## config.mk

```make
export PLATFORM = sky130hd
export DESIGN_NAME = conv_fault_supervisor
export DESIGN_NICKNAME = d
export VERILOG_FILES = /design/src/rtl/cfs_pkg.sv /design/src/rtl/cfs_thresholds.sv /design/src/rtl/cfs_compare.sv /design/src/rtl/cfs_retry_timer.sv /design/src/rtl/conv_fault_supervisor.sv
export SDC_FILE = /design/constraint.sdc
export NUM_CORES = 1
export LEC_CHECK = 0
export BUFFER_PORTS_ARGS = -buffer_cell sky130_fd_sc_hd__buf_2
export CORE_UTILIZATION = 30
export DETAILED_ROUTE_END_ITERATION = 6
export GPL_TIMING_DRIVEN = 0
export PLACE_DENSITY = 0.55
export SLEW_MARGIN = 20
export SYNTH_ARGS = -nofsm -noshare
export SYNTH_HDL_FRONTEND = slang
export SYNTH_SLANG_ARGS = --single-unit
```

## constraint.sdc

```tcl
create_clock -name clk_i -period 4.2 [get_ports clk_i]
set_input_delay 0.42 -clock clk_i [delete_from_list [all_inputs] [get_ports clk_i]]
set_output_delay 0.42 -clock clk_i [all_outputs]
set_load 0.05 [all_outputs]
```

## src/rtl/cfs_pkg.sv

```systemverilog
package cfs_pkg;
  localparam int SCALE_FRAC = 10;
  localparam int NUM_THR    = 4;

  // threshold index: 0 ov, 1 uv, 2 pg low, 3 pg high
  function automatic int unsigned scale_k(input int idx);
    case (idx)
      0:       return 1331;
      1:       return 768;
      2:       return 922;
      default: return 1126;
    endcase
  endfunction

  typedef enum logic [2:0] {
    ST_OFF  = 3'd0,
    ST_RUN  = 3'd1,
    ST_WAIT = 3'd2,
    ST_OVL  = 3'd3,
    ST_EXT  = 3'd4
  } sup_state_e;
endpackage

```

## src/rtl/cfs_thresholds.sv

```systemverilog
module cfs_thresholds
  import cfs_pkg::*;
#(
  parameter int VW       = 12,
  parameter int OV_FLOOR = 500
) (
  input  logic          clk_i,
  input  logic          rst_ni,
  input  logic [VW-1:0] vset_i,
  output logic [VW:0]   ov_thr_o,
  output logic [VW:0]   uv_thr_o,
  output logic [VW:0]   pg_lo_o,
  output logic [VW:0]   pg_hi_o
);
  localparam int PW = VW + SCALE_FRAC + 1;

  logic [VW-1:0] sp_q;
  logic          upd;
  logic [VW:0]   thr_q [NUM_THR];

  assign upd = (vset_i != sp_q);

  always_ff @(posedge clk_i or negedge rst_ni) begin
    if (!rst_ni) sp_q <= '0;
    else         sp_q <= vset_i;
  end

  for (genvar g = 0; g < NUM_THR; g++) begin : g_scale
    logic [PW-1:0] prod;
    assign prod = PW'(vset_i) * PW'(scale_k(g));
    always_ff @(posedge clk_i or negedge rst_ni) begin
      if (!rst_ni)  thr_q[g] <= '0;
      else if (upd) thr_q[g] <= (VW+1)'(prod >> SCALE_FRAC);
    end
  end

  assign ov_thr_o = (thr_q[0] < (VW+1)'(OV_FLOOR)) ? (VW+1)'(OV_FLOOR) : thr_q[0];
  assign uv_thr_o = thr_q[1];
  assign pg_lo_o  = thr_q[2];
  assign pg_hi_o  = thr_q[3];

  p_ov_floor_r2: assert property (@(posedge clk_i) disable iff (!rst_ni)
    ov_thr_o >= (VW+1)'(OV_FLOOR));
endmodule

```

## src/rtl/cfs_compare.sv

```systemverilog
module cfs_compare #(
  parameter int VW       = 12,
  parameter int IW       = 12,
  parameter int TW       = 10,
  parameter int OC_LIM   = 2800,
  parameter int OT_TRIP  = 160,
  parameter int OT_CLEAR = 150
) (
  input  logic          clk_i,
  input  logic          rst_ni,
  input  logic          smp_valid_i,
  input  logic [VW-1:0] vout_i,
  input  logic [IW-1:0] iout_i,
  input  logic [TW-1:0] temp_i,
  input  logic          ramp_i,
  input  logic [VW:0]   ov_thr_i,
  input  logic [VW:0]   uv_thr_i,
  input  logic [VW:0]   pg_lo_i,
  input  logic [VW:0]   pg_hi_i,
  output logic          ov_hit_o,
  output logic          uv_hit_o,
  output logic          oc_hit_o,
  output logic          ot_hit_o,
  output logic          hot_o,
  output logic          win_o
);
  logic [VW:0] v;
  logic        t_hi, t_lo;

  assign v    = {1'b0, vout_i};
  assign t_hi = temp_i >= TW'(OT_TRIP);
  assign t_lo = temp_i <  TW'(OT_CLEAR);

  always_ff @(posedge clk_i or negedge rst_ni) begin
    if (!rst_ni) begin
      ov_hit_o <= 1'b0;
      uv_hit_o <= 1'b0;
      oc_hit_o <= 1'b0;
      ot_hit_o <= 1'b0;
      hot_o    <= 1'b0;
      win_o    <= 1'b0;
    end else begin
      ov_hit_o <= smp_valid_i && (v > ov_thr_i);
      uv_hit_o <= smp_valid_i && !ramp_i && (v < uv_thr_i);
      oc_hit_o <= smp_valid_i && (iout_i > IW'(OC_LIM));
      ot_hit_o <= smp_valid_i && t_hi;
      if (smp_valid_i) begin
        win_o <= (v >= pg_lo_i) && (v <= pg_hi_i);
        if (t_hi)      hot_o <= 1'b1;
        else if (t_lo) hot_o <= 1'b0;
      end
    end
  end

  p_uv_mask_r4: assert property (@(posedge clk_i) disable iff (!rst_ni)
    (smp_valid_i && ramp_i) |=> !uv_hit_o);
  p_hot_hyst_r6: assert property (@(posedge clk_i) disable iff (!rst_ni)
    (hot_o && !(smp_valid_i && t_lo)) |=> hot_o);
endmodule

```

## src/rtl/cfs_retry_timer.sv

```systemverilog
module cfs_retry_timer #(
  parameter int RETRY_CYC = 1000
) (
  input  logic clk_i,
  input  logic rst_ni,
  input  logic run_i,
  output logic done_o
);
  localparam int CW = (RETRY_CYC > 1) ? $clog2(RETRY_CYC) : 1;
  localparam logic [CW-1:0] LAST = CW'(RETRY_CYC - 1);

  logic [CW-1:0] cnt_q;

  assign done_o = (cnt_q == LAST);

  always_ff @(posedge clk_i or negedge rst_ni) begin
    if (!rst_ni)     cnt_q <= '0;
    else if (!run_i) cnt_q <= '0;
    else if (!done_o) cnt_q <= cnt_q + 1'b1;
  end

  p_cnt_bound_r7: assert property (@(posedge clk_i) disable iff (!rst_ni)
    cnt_q <= LAST);
endmodule

```

## src/rtl/conv_fault_supervisor.sv

```systemverilog
module conv_fault_supervisor
  import cfs_pkg::*;
#(
  parameter int VW              = 12,
  parameter int IW              = 12,
  parameter int TW              = 10,
  parameter int RATED_I         = 2000,
  parameter int OV_FLOOR        = 500,
  parameter int OT_TRIP         = 160,
  parameter int OT_CLEAR        = 150,
  parameter int CLK_FREQ_HZ     = 250_000_000,
  parameter int RETRY_PERIOD_US = 130_000
) (
  input  logic          clk_i,
  input  logic          rst_ni,
  input  logic          en_i,
  input  logic [VW-1:0] vset_i,
  input  logic          vref_ramping_i,
  input  logic          smp_valid_i,
  input  logic [VW-1:0] vout_i,
  input  logic [IW-1:0] iout_i,
  input  logic [TW-1:0] temp_i,
  input  logic          flt_line_i,
  output logic          conv_off_o,
  output logic          pg_pulldown_o,
  output logic          flt_pulldown_o
);
  localparam int OC_LIM    = RATED_I * 140 / 100;
  localparam int RETRY_CYC = (CLK_FREQ_HZ / 1_000_000) * RETRY_PERIOD_US;

  logic [VW:0] ov_thr, uv_thr, pg_lo, pg_hi;
  logic        ov_hit, uv_hit, oc_hit, ot_hit, hot, win;
  logic        tmr_done;
  logic        ext_low_q, ramp_q, pg_pd_q;
  sup_state_e  state_q, state_d;

  cfs_thresholds #(.VW(VW), .OV_FLOOR(OV_FLOOR)) u_thr (
    .clk_i, .rst_ni, .vset_i,
    .ov_thr_o(ov_thr), .uv_thr_o(uv_thr), .pg_lo_o(pg_lo), .pg_hi_o(pg_hi)
  );

  cfs_compare #(
    .VW(VW), .IW(IW), .TW(TW), .OC_LIM(OC_LIM),
    .OT_TRIP(OT_TRIP), .OT_CLEAR(OT_CLEAR)
  ) u_cmp (
    .clk_i, .rst_ni, .smp_valid_i, .vout_i, .iout_i, .temp_i,
    .ramp_i(vref_ramping_i),
    .ov_thr_i(ov_thr), .uv_thr_i(uv_thr), .pg_lo_i(pg_lo), .pg_hi_i(pg_hi),
    .ov_hit_o(ov_hit), .uv_hit_o(uv_hit), .oc_hit_o(oc_hit), .ot_hit_o(ot_hit),
    .hot_o(hot), .win_o(win)
  );

  cfs_retry_timer #(.RETRY_CYC(RETRY_CYC)) u_tmr (
    .clk_i, .rst_ni,
    .run_i(state_q == ST_WAIT),
    .done_o(tmr_done)
  );

  always_comb begin
    state_d = state_q;
    if (!en_i) state_d = ST_OFF;
    else begin
      unique case (state_q)
        ST_OFF:  state_d = ST_RUN;
        ST_RUN: begin
          if (ov_hit)                         state_d = ST_OVL;
          else if (uv_hit || oc_hit || ot_hit) state_d = ST_WAIT;
          else if (ext_low_q)                 state_d = ST_EXT;
        end
        ST_WAIT: if (tmr_done && !hot) state_d = ST_RUN;
        ST_OVL:  state_d = ST_OVL;
        ST_EXT:  if (!ext_low_q) state_d = ST_RUN;
        default: state_d = ST_OFF;
      endcase
    end
  end

  assign flt_pulldown_o = (state_q == ST_OVL) || (state_q == ST_WAIT);
  assign conv_off_o     = (state_q != ST_RUN);
  assign pg_pulldown_o  = pg_pd_q;

  always_ff @(posedge clk_i or negedge rst_ni) begin
    if (!rst_ni) begin
      state_q   <= ST_OFF;
      ext_low_q <= 1'b0;
      ramp_q    <= 1'b1;
      pg_pd_q   <= 1'b1;
    end else begin
      state_q   <= state_d;
      // own drive on the wired-AND line is not an external request
      ext_low_q <= !flt_line_i && !flt_pulldown_o;
      ramp_q    <= vref_ramping_i;
      pg_pd_q   <= !((state_q == ST_RUN) && win && !ramp_q);
    end
  end

  p_ovl_sticky_r3: assert property (@(posedge clk_i) disable iff (!rst_ni)
    (state_q == ST_OVL && en_i) |=> (state_q == ST_OVL));
  p_wait_early_r7: assert property (@(posedge clk_i) disable iff (!rst_ni)
    (state_q == ST_WAIT && en_i && !tmr_done) |=> (state_q == ST_WAIT));
  p_hot_blocks_r6: assert property (@(posedge clk_i) disable iff (!rst_ni)
    (state_q == ST_WAIT && hot) |=> conv_off_o);
  p_flt_needs_off_r10: assert property (@(posedge clk_i) disable iff (!rst_ni)
    flt_pulldown_o |-> conv_off_o);
  p_pg_when_off_r9: assert property (@(posedge clk_i) disable iff (!rst_ni)
    conv_off_o |=> pg_pulldown_o);
  p_ov_first_r12: assert property (@(posedge clk_i) disable iff (!rst_ni)
    (state_q == ST_RUN && en_i && ov_hit) |=> (state_q == ST_OVL));
endmodule

```

==> results of run 1 <==
[Yosys cell counts, types with 11 or more instances]
| master | n | area, µm² |
|---|---|---|
| a211oi_1 | 12 | 90.1 |
| nand3_1 | 29 | 145 |
| nand4_1 | 11 | 68.8 |
| or3_1 | 15 | 93.8 |
| xnor2_1 | 22 | 193 |
| a21oi_1 | 66 | 330 |
| and3_1 | 12 | 75.1 |
| nor2b_1 | 16 | 100 |
| o21ai_0 | 34 | 170 |
| o21a_1 | 12 | 90.1 |
| nor2_1 | 81 | 304 |
| o21ai_1 | 22 | 110 |
| a21o_1 | 25 | 188 |
| nor3_1 | 15 | 75.1 |
| ha_1 | 218 | 2730 |
| fa_1 | 85 | 1700 |
| nand2_1 | 55 | 206 |
| inv_1 | 216 | 811 |
| xor2_1 | 37 | 324 |
| dfrtp_1 | 97 | 2430 |
[metrics by stage]
step | total power [mW] | instance area [µm²] | setup slack, ns
6_report | 7.18 | 13600 | -0.131
2_1_floorplan | 4.59 | 11500 | -0.158
3_5_place_dp | 5.73 | 12400 | -1.08
5_1_grt | 7.86 | 13600 | -0.275
4_1_cts | 6.87 | 13100 | -0.131
3_3_place_gp | 5.64 | 12400 | -1.04
[cells by family after synthesis]
family                     count (synthesis)  synth area share
DFF                                       99             0.219
buffers and inverters                    231            0.0772
adders and majority gates                303             0.391
muxes                                      8           0.00741
AOI/OAI and AO/OA                        234             0.132
and+or+nand+nor                          279             0.128
xor gates and xnor gates                  59            0.0456
[worst max-delay path: cells and delay by family]
kind	cells	cell delay (ns)
fa+ha+maj	5	2.21
compound gates	5	0.84
simple gates	2	0.59
buf+inv	6	0.54
[worst paths after layout]
| path | start | end | slack [ns] | cells after the start |
|---|---|---|---|---|
| hold / removal | vref_ramping_i | ramp_q | 0.18 | 1 |
| setup / recovery | vset_i[5] | u_thr.pg_lo_o[11] | -0.13 | 18 |
| max in group asynchronous | rst_ni | ramp_q | 3.01 | 3 |
| setup reg to reg | u_thr.thr_q[51] | u_cmp.ov_hit_o | 1.30 | 10 |
| min in group asynchronous | rst_ni | state_q[1] | 0.54 | 2 |
| hold reg to reg | u_cmp.hot_o | u_cmp.hot_o | 0.49 | 1 |
[state kept, by name (all words and copies together), names as in the netlist]
name            count
u_thr.pg_lo_o      12
u_thr.pg_hi_o      13
u_cmp.ot_hit_o      1
ext_low_q           1
u_cmp.uv_hit_o      1
state_q             3
u_cmp.win_o         1
ramp_q              1
u_thr.thr_q        13
u_cmp.ov_hit_o      1
u_thr.uv_thr_o     12
u_tmr.cnt_q        25
u_cmp.oc_hit_o      1
u_cmp.hot_o         1
u_thr.sp_q         12
pg_pulldown_o       1
[metal layers]
layer	vias up	wire [µm]	global-route usage
met5	-	0	0
li1	4386	-	-
met4	0	524	0.0391
met1	4237	15000	0.233
met3	33	1410	0.0282
met2	203	13100	0.248
[power by group]
| group | leakage (nW) | internal [mW] | switching (mW) | total, mW |
|---|---|---|---|---|
| logic | 5.36 | 2.19 | 2.73 | 4.92 |
| registers | 1.22 | 1.22 | 0.154 | 1.37 |
| clock network | 0.148 | 0.484 | 0.403 | 0.887 |
[final cells by class]
cell class	instances	area, µm²
timing repair buffer	109	915
buffer	15	62.6
sequential	99	2480
clock buffer	11	243
inverter	216	837
tap	504	631
multi-input combinational	883	8400
clock inverter	4	58.8
fill	3787	23200
[what timing repair did]
action                                  4_1_cts  5_1_grt
endpoints found under the hold margin        36        0
buffers inserted                             18       38
resized for setup                            55       55
pin swaps                                    22       48
hold buffers                                  1        0
endpoints found under the setup margin       28       22
==> results_dict.tcl, run 1 <==
set metrics [dict create \
    status "complete, but fails checks" \
    violations "negative setup slack" \
    coreArea_um2 36900 \
    avgSynthCellArea_um2 9.33 \
    rows 70 \
    final_cells 1841 \
    synth_area_um2 11300 \
    power.density_nw_per_um2 527 \
    ctsHtreeMaxLevel 3 \
    hold_class "in2reg" \
    drtIter0Drc 379 \
    dp_hpwl_mm 23.7 \
    ir_drop_uv 318 \
    clk_latency_ns 0.36 \
    timing.hold.ws_ns 0.177 \
    grt_max_degree 63 \
    via_per_inst 4.81 \
    drc 0 \
    fp.dieW_um 196 \
    crit_fanout 7 \
    seq_area_frac_synth 0.219 \
    rsz0062_at_grt "yes" \
    portBuffers 53 \
    syn_nets 1568 \
    post-route-util 0.370 \
    syn_inst 1213 \
    critPathMostFrequentCell "fa_1" \
    final_nets 1688 \
    ioPinCount 55 \
    drt_first_pass_iters 4 \
    cts_max_path_buffers 2 \
    slew-limit-headroom 0.501 \
    crit_slowest_cell "fa_1" \
    crit_arrival_ns 4.62 \
    start_util 0.307 \
    cts-buffers-inserted 9 \
    ys.flop_type "dfrtp_1" \
    tightest_slew_ns 0.741 \
    crit_chain "buf_16 > clkinvlp_4 > buf_6 > fa_1 > inv_1 > fa_1 > inv_1 > fa_1 > inv_1 > fa_1 > ha_4 > a21oi_2 > o21ai_2 > a21oi_2 > o22ai_2 > a221o_1 > or4_1 > nand3_1" \
    finalSetupTns_ns -0.502 \
    routed_wl_mm 30.0 \
    critPathRequiredTime_ns 4.49 \
    max_freq_mhz 231 \
    antenna_found_initial 0 \
    startpoint_type "primary input" \
    period_needed_ns 4.33 \
    p_leak_nw 6.73 \
    fin_worst_skew_ns 0.00689 \
    first_global_vias 8782 \
    cpPeakStageDelay_ns 0.52 \
    ys_async_sr_fraction 1.00 \
    dp.cells 1771 \
    drv_cap 0 \
    grt_usage 0.161 \
    drive_above_1_share 0.165 \
    cts-root-buf "clkbuf_16" \
    antenna_cells 0 \
    setup_slack_ns -0.131 \
    cp-end-kind "register" \
    via_count 8859 \
    fin_crit_sh 1.03 \
    setup_viol 7 \
    die_h_um 196 \
    cts_tree "yes" \
    wl_per_cell_um 16.3 \
    grt_pass1_wl_mm 48.2 \
    finalMaxSlewViolations 0 \
    clkTransAtPathRegs_ns 0.07 \
    most-common-layout-cells "inv_1, ha_1, dfrtp_1, fa_1, nor2_1" \
    die_area_um2 38500 \
    ant_nets 0 \
    place.gp.congestion 0.846 \
    area_growth_pct 20.4 \
    cts_sinks 99 \
    synth-seq-cells 99 \
    hold_viol 0 \
    synth_edf_count 0 \
    grt_overflow 0 \
    synthDistinctLibCells 69 \
    yosysWarningCount 0 \
    worstSetupPathType "in2reg" \
]
Note: power is estimated with default switching activity, not from simulation.
==> run 2: changes to the inputs <==
Settings changed: PLACE_DENSITY 0.55 to 0.51.
==> run 2 against run 1 <==
Against the previous run:
- sequential share of layout area about the same
- cell area about the same
- wire length increased by 0.25%
- the run still ends with negative setup slack left
- setup slack improved by 0.079 ns
- highest routed layer unchanged
- global-route usage about the same
==> results_dict.tcl, run 2 (synthesized netlist as in run 1, its figures left out) <==
set metrics [dict create \
    cp-end-kind "register" \
    startpoint_type "primary input" \
    violations "negative setup slack" \
    grt_busiest_layer "met2" \
    cts-buffers-inserted 9 \
    period_needed_ns 4.25 \
    timing.hold.ws_ns 0.174 \
    critPathRequiredTime_ns 4.45 \
    ant_nets 0 \
    swShare 0.452 \
    die_h_um 196 \
    fp.dieW_um 196 \
    final_nets 1680 \
    coreArea_um2 36900 \
    intPower_mw 3.97 \
    cts-root-buf "clkbuf_16" \
    grt_usage 0.161 \
    grtUsageMet1 0.237 \
    fin_crit_sh 1.01 \
    p_leak_nw 6.70 \
    drv_cap 0 \
    clock_power_share 0.134 \
    setup_slack_ns -0.0523 \
    cts_tree "yes" \
    wl_per_cell_um 16.4 \
    most-common-layout-cells "ha_1, inv_1, dfrtp_1, fa_1, nor2_1" \
    post-route-util 0.370 \
    power.density_nw_per_um2 532 \
    met3_usage 0.0193 \
    worstSetupPathType "in2reg" \
    crit_arrival_ns 4.50 \
    area_growth_pct 20.5 \
    die_area_um2 38500 \
    finalSetupTns_ns -0.130 \
    grt_overflow 0 \
    routed_wl_mm 30.1 \
    hold_viol 0 \
    drc 0 \
    start_util 0.307 \
    clk_latency_ns 0.36 \
    grt_max_degree 65 \
    drtIter0Drc 364 \
    portBuffers 53 \
    ioPinCount 55 \
    p_comb_frac 0.678 \
    power_mw 7.25 \
    ctsHtreeMaxLevel 3 \
    mostFrequentLayoutCell "ha_1" \
    largest_reg_flops 25 \
    dp_hpwl_mm 23.9 \
    status "complete, but fails checks" \
    regMostFlops "u_tmr.cnt_q" \
    via_per_inst 4.75 \
    rows 70 \
    cts_sinks 99 \
    grt_pass1_wl_mm 48.1 \
    rsz0062_at_grt "yes" \
    drt_first_pass_iters 4 \
    via_count 8705 \
    pwr-share-seq 0.188 \
    grtUsageMet2 0.253 \
    slew-limit-headroom 0.505 \
    finalMaxSlewViolations 0 \
    p_switching_mw 3.28 \
    tightest_slew_ns 0.736 \
    setup_viol 4 \
    drive_above_1_share 0.163 \
    antenna_cells 0 \
    crit_fanout 11 \
    antenna_found_initial 0 \
    first_global_vias 8592 \
    ir_drop_uv 218 \
    hold_class "in2reg" \
    fin_worst_skew_ns 0.0106 \
    place.gp.congestion 0.819 \
    clkTransAtPathRegs_ns 0.08 \
    cts_max_path_buffers 2 \
    max_freq_mhz 235 \
    fillers 3761 \
]
run 2: cell types whose count changed in the layout (fill, tap and decap cells not counted), moves of 3 or more:
cell,change
o21ai_2,-3
inv_1,-4
o21ai_1,+3
inv_2,+4
ha_4,+4
buf_4,-10
run 2: worst paths after layout:
kind,start,endpoint,slack [ns],cells past startpoint
setup reg to reg,u_thr.thr_q[51],u_cmp.ov_hit_o,1.29,10
min in group asynchronous,rst_ni,u_thr.pg_hi_o[11],0.52,2
max in group asynchronous,rst_ni,u_thr.sp_q[6],3.01,3
hold / removal,vref_ramping_i,ramp_q,0.17,1
hold reg to reg,u_cmp.hot_o,u_cmp.hot_o,0.48,1
setup / recovery,vset_i[4],u_thr.thr_q[51],-0.05,20
run 2: area by class of cell:
type	instances	area, µm²	share of cell area
sequential	99	2480	0.182
timing repair buffer	101	871	0.0639
clock inverter	7	110	0.00807
inverter	216	837	0.0614
tap	504	631	0.0462
clock buffer	9	225	0.0165
buffer	15	62.6	0.00459
multi-input combinational	883	8420	0.617
run 2: power by group through the flow:
| stage | clock [mW] | combinational, mW | sequential, mW |
|---|---|---|---|
| after floorplan | 0 | 3.25 | 1.33 |
| after global placement | 0 | 4.28 | 1.38 |
| after detailed placement | 0 | 4.33 | 1.39 |
| after CTS | 0.986 | 4.52 | 1.37 |
| after global routing | 1.02 | 5.52 | 1.40 |
| final | 0.972 | 4.91 | 1.37 |
run 2: timing repair:
item	CTS	global route
hold endpoints to repair	35	0
pin swaps	18	36
hold buffers	1	0
gates resized for setup	55	55
buffers inserted	20	26
setup endpoints to repair	27	23
run 2: worst max-delay path, cell delays in order:
cell	delay (ns)
buf_12	0.13
ha_4	0.27
inv_2	0.03
fa_1	0.49
inv_2	0.04
fa_1	0.49
fa_1	0.51
inv_2	0.04
fa_1	0.54
inv_2	0.05
ha_4	0.28
nand2_2	0.06
a211oi_2	0.24
o311ai_2	0.13
o21a_1	0.13
buf_4	0.13
buf_6	0.11
o2111ai_2	0.15
o41a_1	0.17
nand3_1	0.07
run 2: metal layers:
metal / up-vias / part of all wire / routed length (µm)
li1: 4385 / - / -
met5: - / 0 / 0
met2: 138 / 0.44 / 13100
met4: 0 / 0.018 / 556
met1: 4155 / 0.52 / 15500
met3: 27 / 0.030 / 915
run 2: stage by stage:
| stage | instances | cell area [µm²] | setup WS, ns |
|---|---|---|---|
| floorplan | 1213 | 11500 | -0.158 |
| global placement | 1770 | 12400 | -1.05 |
| global route | 1834 | 13600 | -0.183 |
| detailed placement | 1771 | 12400 | -1.08 |
| CTS | 1808 | 13200 | -0.119 |
| finish | 1834 | 13600 | -0.0523 |
==> run 3: changes to the inputs <==
Clock period 4.2 ns to 5.35 ns, I/O delays scaled along.
==> run 3 against run 2 <==
Against the previous run:
- cell area down 8.0%
- clock skew down 0.00067 ns
- the run now ends clean
- critical path depth down 4
- wire length down 3.7%
- sequential power down 21%
- first-iteration DRC count up 13%
==> results_dict.tcl, run 3 (synthesized netlist as in run 1, its figures left out) <==
set metrics [dict create \
    die_area_um2 38500 \
    hold_buffers 0 \
    swShare 0.463 \
    reg2reg_slack_ns 2.48 \
    clkTransAtPathRegs_ns 0.08 \
    wl_per_cell_um 16.2 \
    post-route-util 0.340 \
    cts_max_path_buffers 2 \
    regMostFlops "u_tmr.cnt_q" \
    grt_max_degree 58 \
    setup_viol 0 \
    routed_wl_mm 29.0 \
    coreArea_um2 36900 \
    status "finished, final reports clean" \
    wl_met2_mm 12.6 \
    cpPeakStageDelay_ns 0.67 \
    cts-root-buf "clkbuf_16" \
    crit_start "vset_i[1]" \
    critPathRequiredTime_ns 5.57 \
    rows 70 \
    routed.top_layer "met4" \
    ioPinCount 55 \
    place.gp.congestion 0.845 \
    grt_overflow 0 \
    hold_class "in2async" \
    cp-end-kind "register" \
    tightest_slew_ns 0.709 \
    rsz0062_at_grt "no" \
    clock_power_share 0.139 \
    mostFrequentLayoutCell "ha_1" \
    cts_resized 0 \
    fin_crit_sh 0.979 \
    grt_pass1_wl_mm 46.7 \
    via_count 8563 \
    ctsHtreeMaxLevel 3 \
    intPower_mw 2.68 \
    ir_drop_uv 200 \
    final_area_um2 12500 \
    ant_nets 0 \
    crit_slowest_cell "a2111oi_0" \
    max_freq_mhz 191 \
    crit_arrival_ns 5.45 \
    die_h_um 196 \
    hold_viol 0 \
    dp_hpwl_mm 23.6 \
    slew-limit-headroom 0.523 \
    drc 0 \
    period_needed_ns 5.24 \
    critPathMostFrequentCell "fa_1" \
    clk_latency_ns 0.36 \
    drv_cap 0 \
    pwr-share-seq 0.215 \
    largest_reg_flops 25 \
    portBuffers 53 \
    place_area_um2 12200 \
    p_switching_mw 2.32 \
    path_delay_family "adder cells" \
    power_mw 5.00 \
    worstSetupPathType "in2reg" \
    post_cts_buffers 0 \
    power.density_nw_per_um2 398 \
    drt-met1-wl_mm 15.1 \
    met3WireLength_um 962 \
    cts-buffers-inserted 9 \
    final_nets 1633 \
    drtIter0Drc 410 \
    crit_buf_inv 3 \
    crit_chain "buf_2 > ha_1 > fa_1 > fa_1 > inv_1 > fa_1 > fa_1 > inv_1 > ha_1 > a2111oi_0 > a211oi_1 > o311ai_1 > o21a_1 > and2b_1 > xor2_1 > a21oi_1" \
    start_util 0.307 \
    first_global_vias 8340 \
    grt_usage 0.157 \
    ff2ff_path_depth 11 \
    finalMaxSlewViolations 0 \
    area_growth_pct 10.9 \
    fin_worst_skew_ns 0.00993 \
    cts_tree "yes" \
    p_leak_nw 6.40 \
    startpoint_type "primary input" \
    drive_above_1_share 0.0701 \
    drt_first_pass_iters 5 \
    most-common-layout-cells "ha_1, inv_1, dfrtp_1, fa_1, nor2_1" \
    p_comb_frac 0.646 \
    crit_fanout 11 \
    fp.dieW_um 196 \
    cts_sinks 99 \
    timing.rr.start "u_thr.thr_q[51]" \
    reg2reg_to "u_cmp.ov_hit_o" \
    via_per_inst 4.79 \
    antenna_cells 0 \
    antenna_found_initial 0 \
]
==> run 3: stage by stage <==
stage | setup WS, ns | TNS [ns] | hold WS [ns] | std cells
global placement | -0.152 | -0.325 | 0.455 | 1770
detailed placement | -0.202 | -0.500 | 0.462 | 1771
floorplan | 0.600 | 0 | 0.239 | 1213
global route | 0.0382 | 0 | 0.120 | 1787
CTS | 0.170 | 0 | 0.114 | 1787
finish | 0.115 | 0 | 0.0974 | 1787
==> run 3: worst max path at each step <==
stage                      endpoint  cells past startpoint
floorplan           u_thr.thr_q[49]                     15
global placement    u_thr.thr_q[48]                     16
detailed placement  u_thr.thr_q[48]                     16
CTS                 u_thr.thr_q[48]                     16
global route        u_thr.thr_q[48]                     16
finish              u_thr.thr_q[48]                     16
==> run 3: per-layer routing <==
metal,vias to the layer above,track usage
met5,-,0
met4,0,0.0269
li1,4283,-
met2,142,0.248
met3,14,0.0232
met1,4124,0.229
==> run 3: final cells by class <==
| cell class | instances | area [µm²] |
|---|---|---|
| clock buffers | 11 | 233 |
| inverters | 216 | 811 |
| flip-flops and latches | 99 | 2480 |
| plain buffers | 15 | 62.6 |
| multi-input cells | 883 | 7970 |
| fillers | 3902 | 24300 |
| repair buffers | 54 | 299 |
| clock inverters | 5 | 67.6 |
| well taps | 504 | 631 |
==> run 3: power groups by stage <==
stage / Combinational, mW / Sequential, mW / Clock (mW)
global route: 3.69 / 1.10 / 0.738
finish: 3.23 / 1.08 / 0.695
detailed placement: 3.21 / 1.09 / 0
CTS: 3.25 / 1.08 / 0.717
global placement: 3.17 / 1.09 / 0
floorplan: 2.39 / 1.05 / 0
==> run 3: worst register-to-register path: cells and delay by family (launching register included) <==
| kind | cells | cell delay, ns |
|---|---|---|
| flops | 1 | 0.45 |
| compound gates | 5 | 0.76 |
| fa+ha+maj | 1 | 0.17 |
| simple gates | 5 | 1.39 |
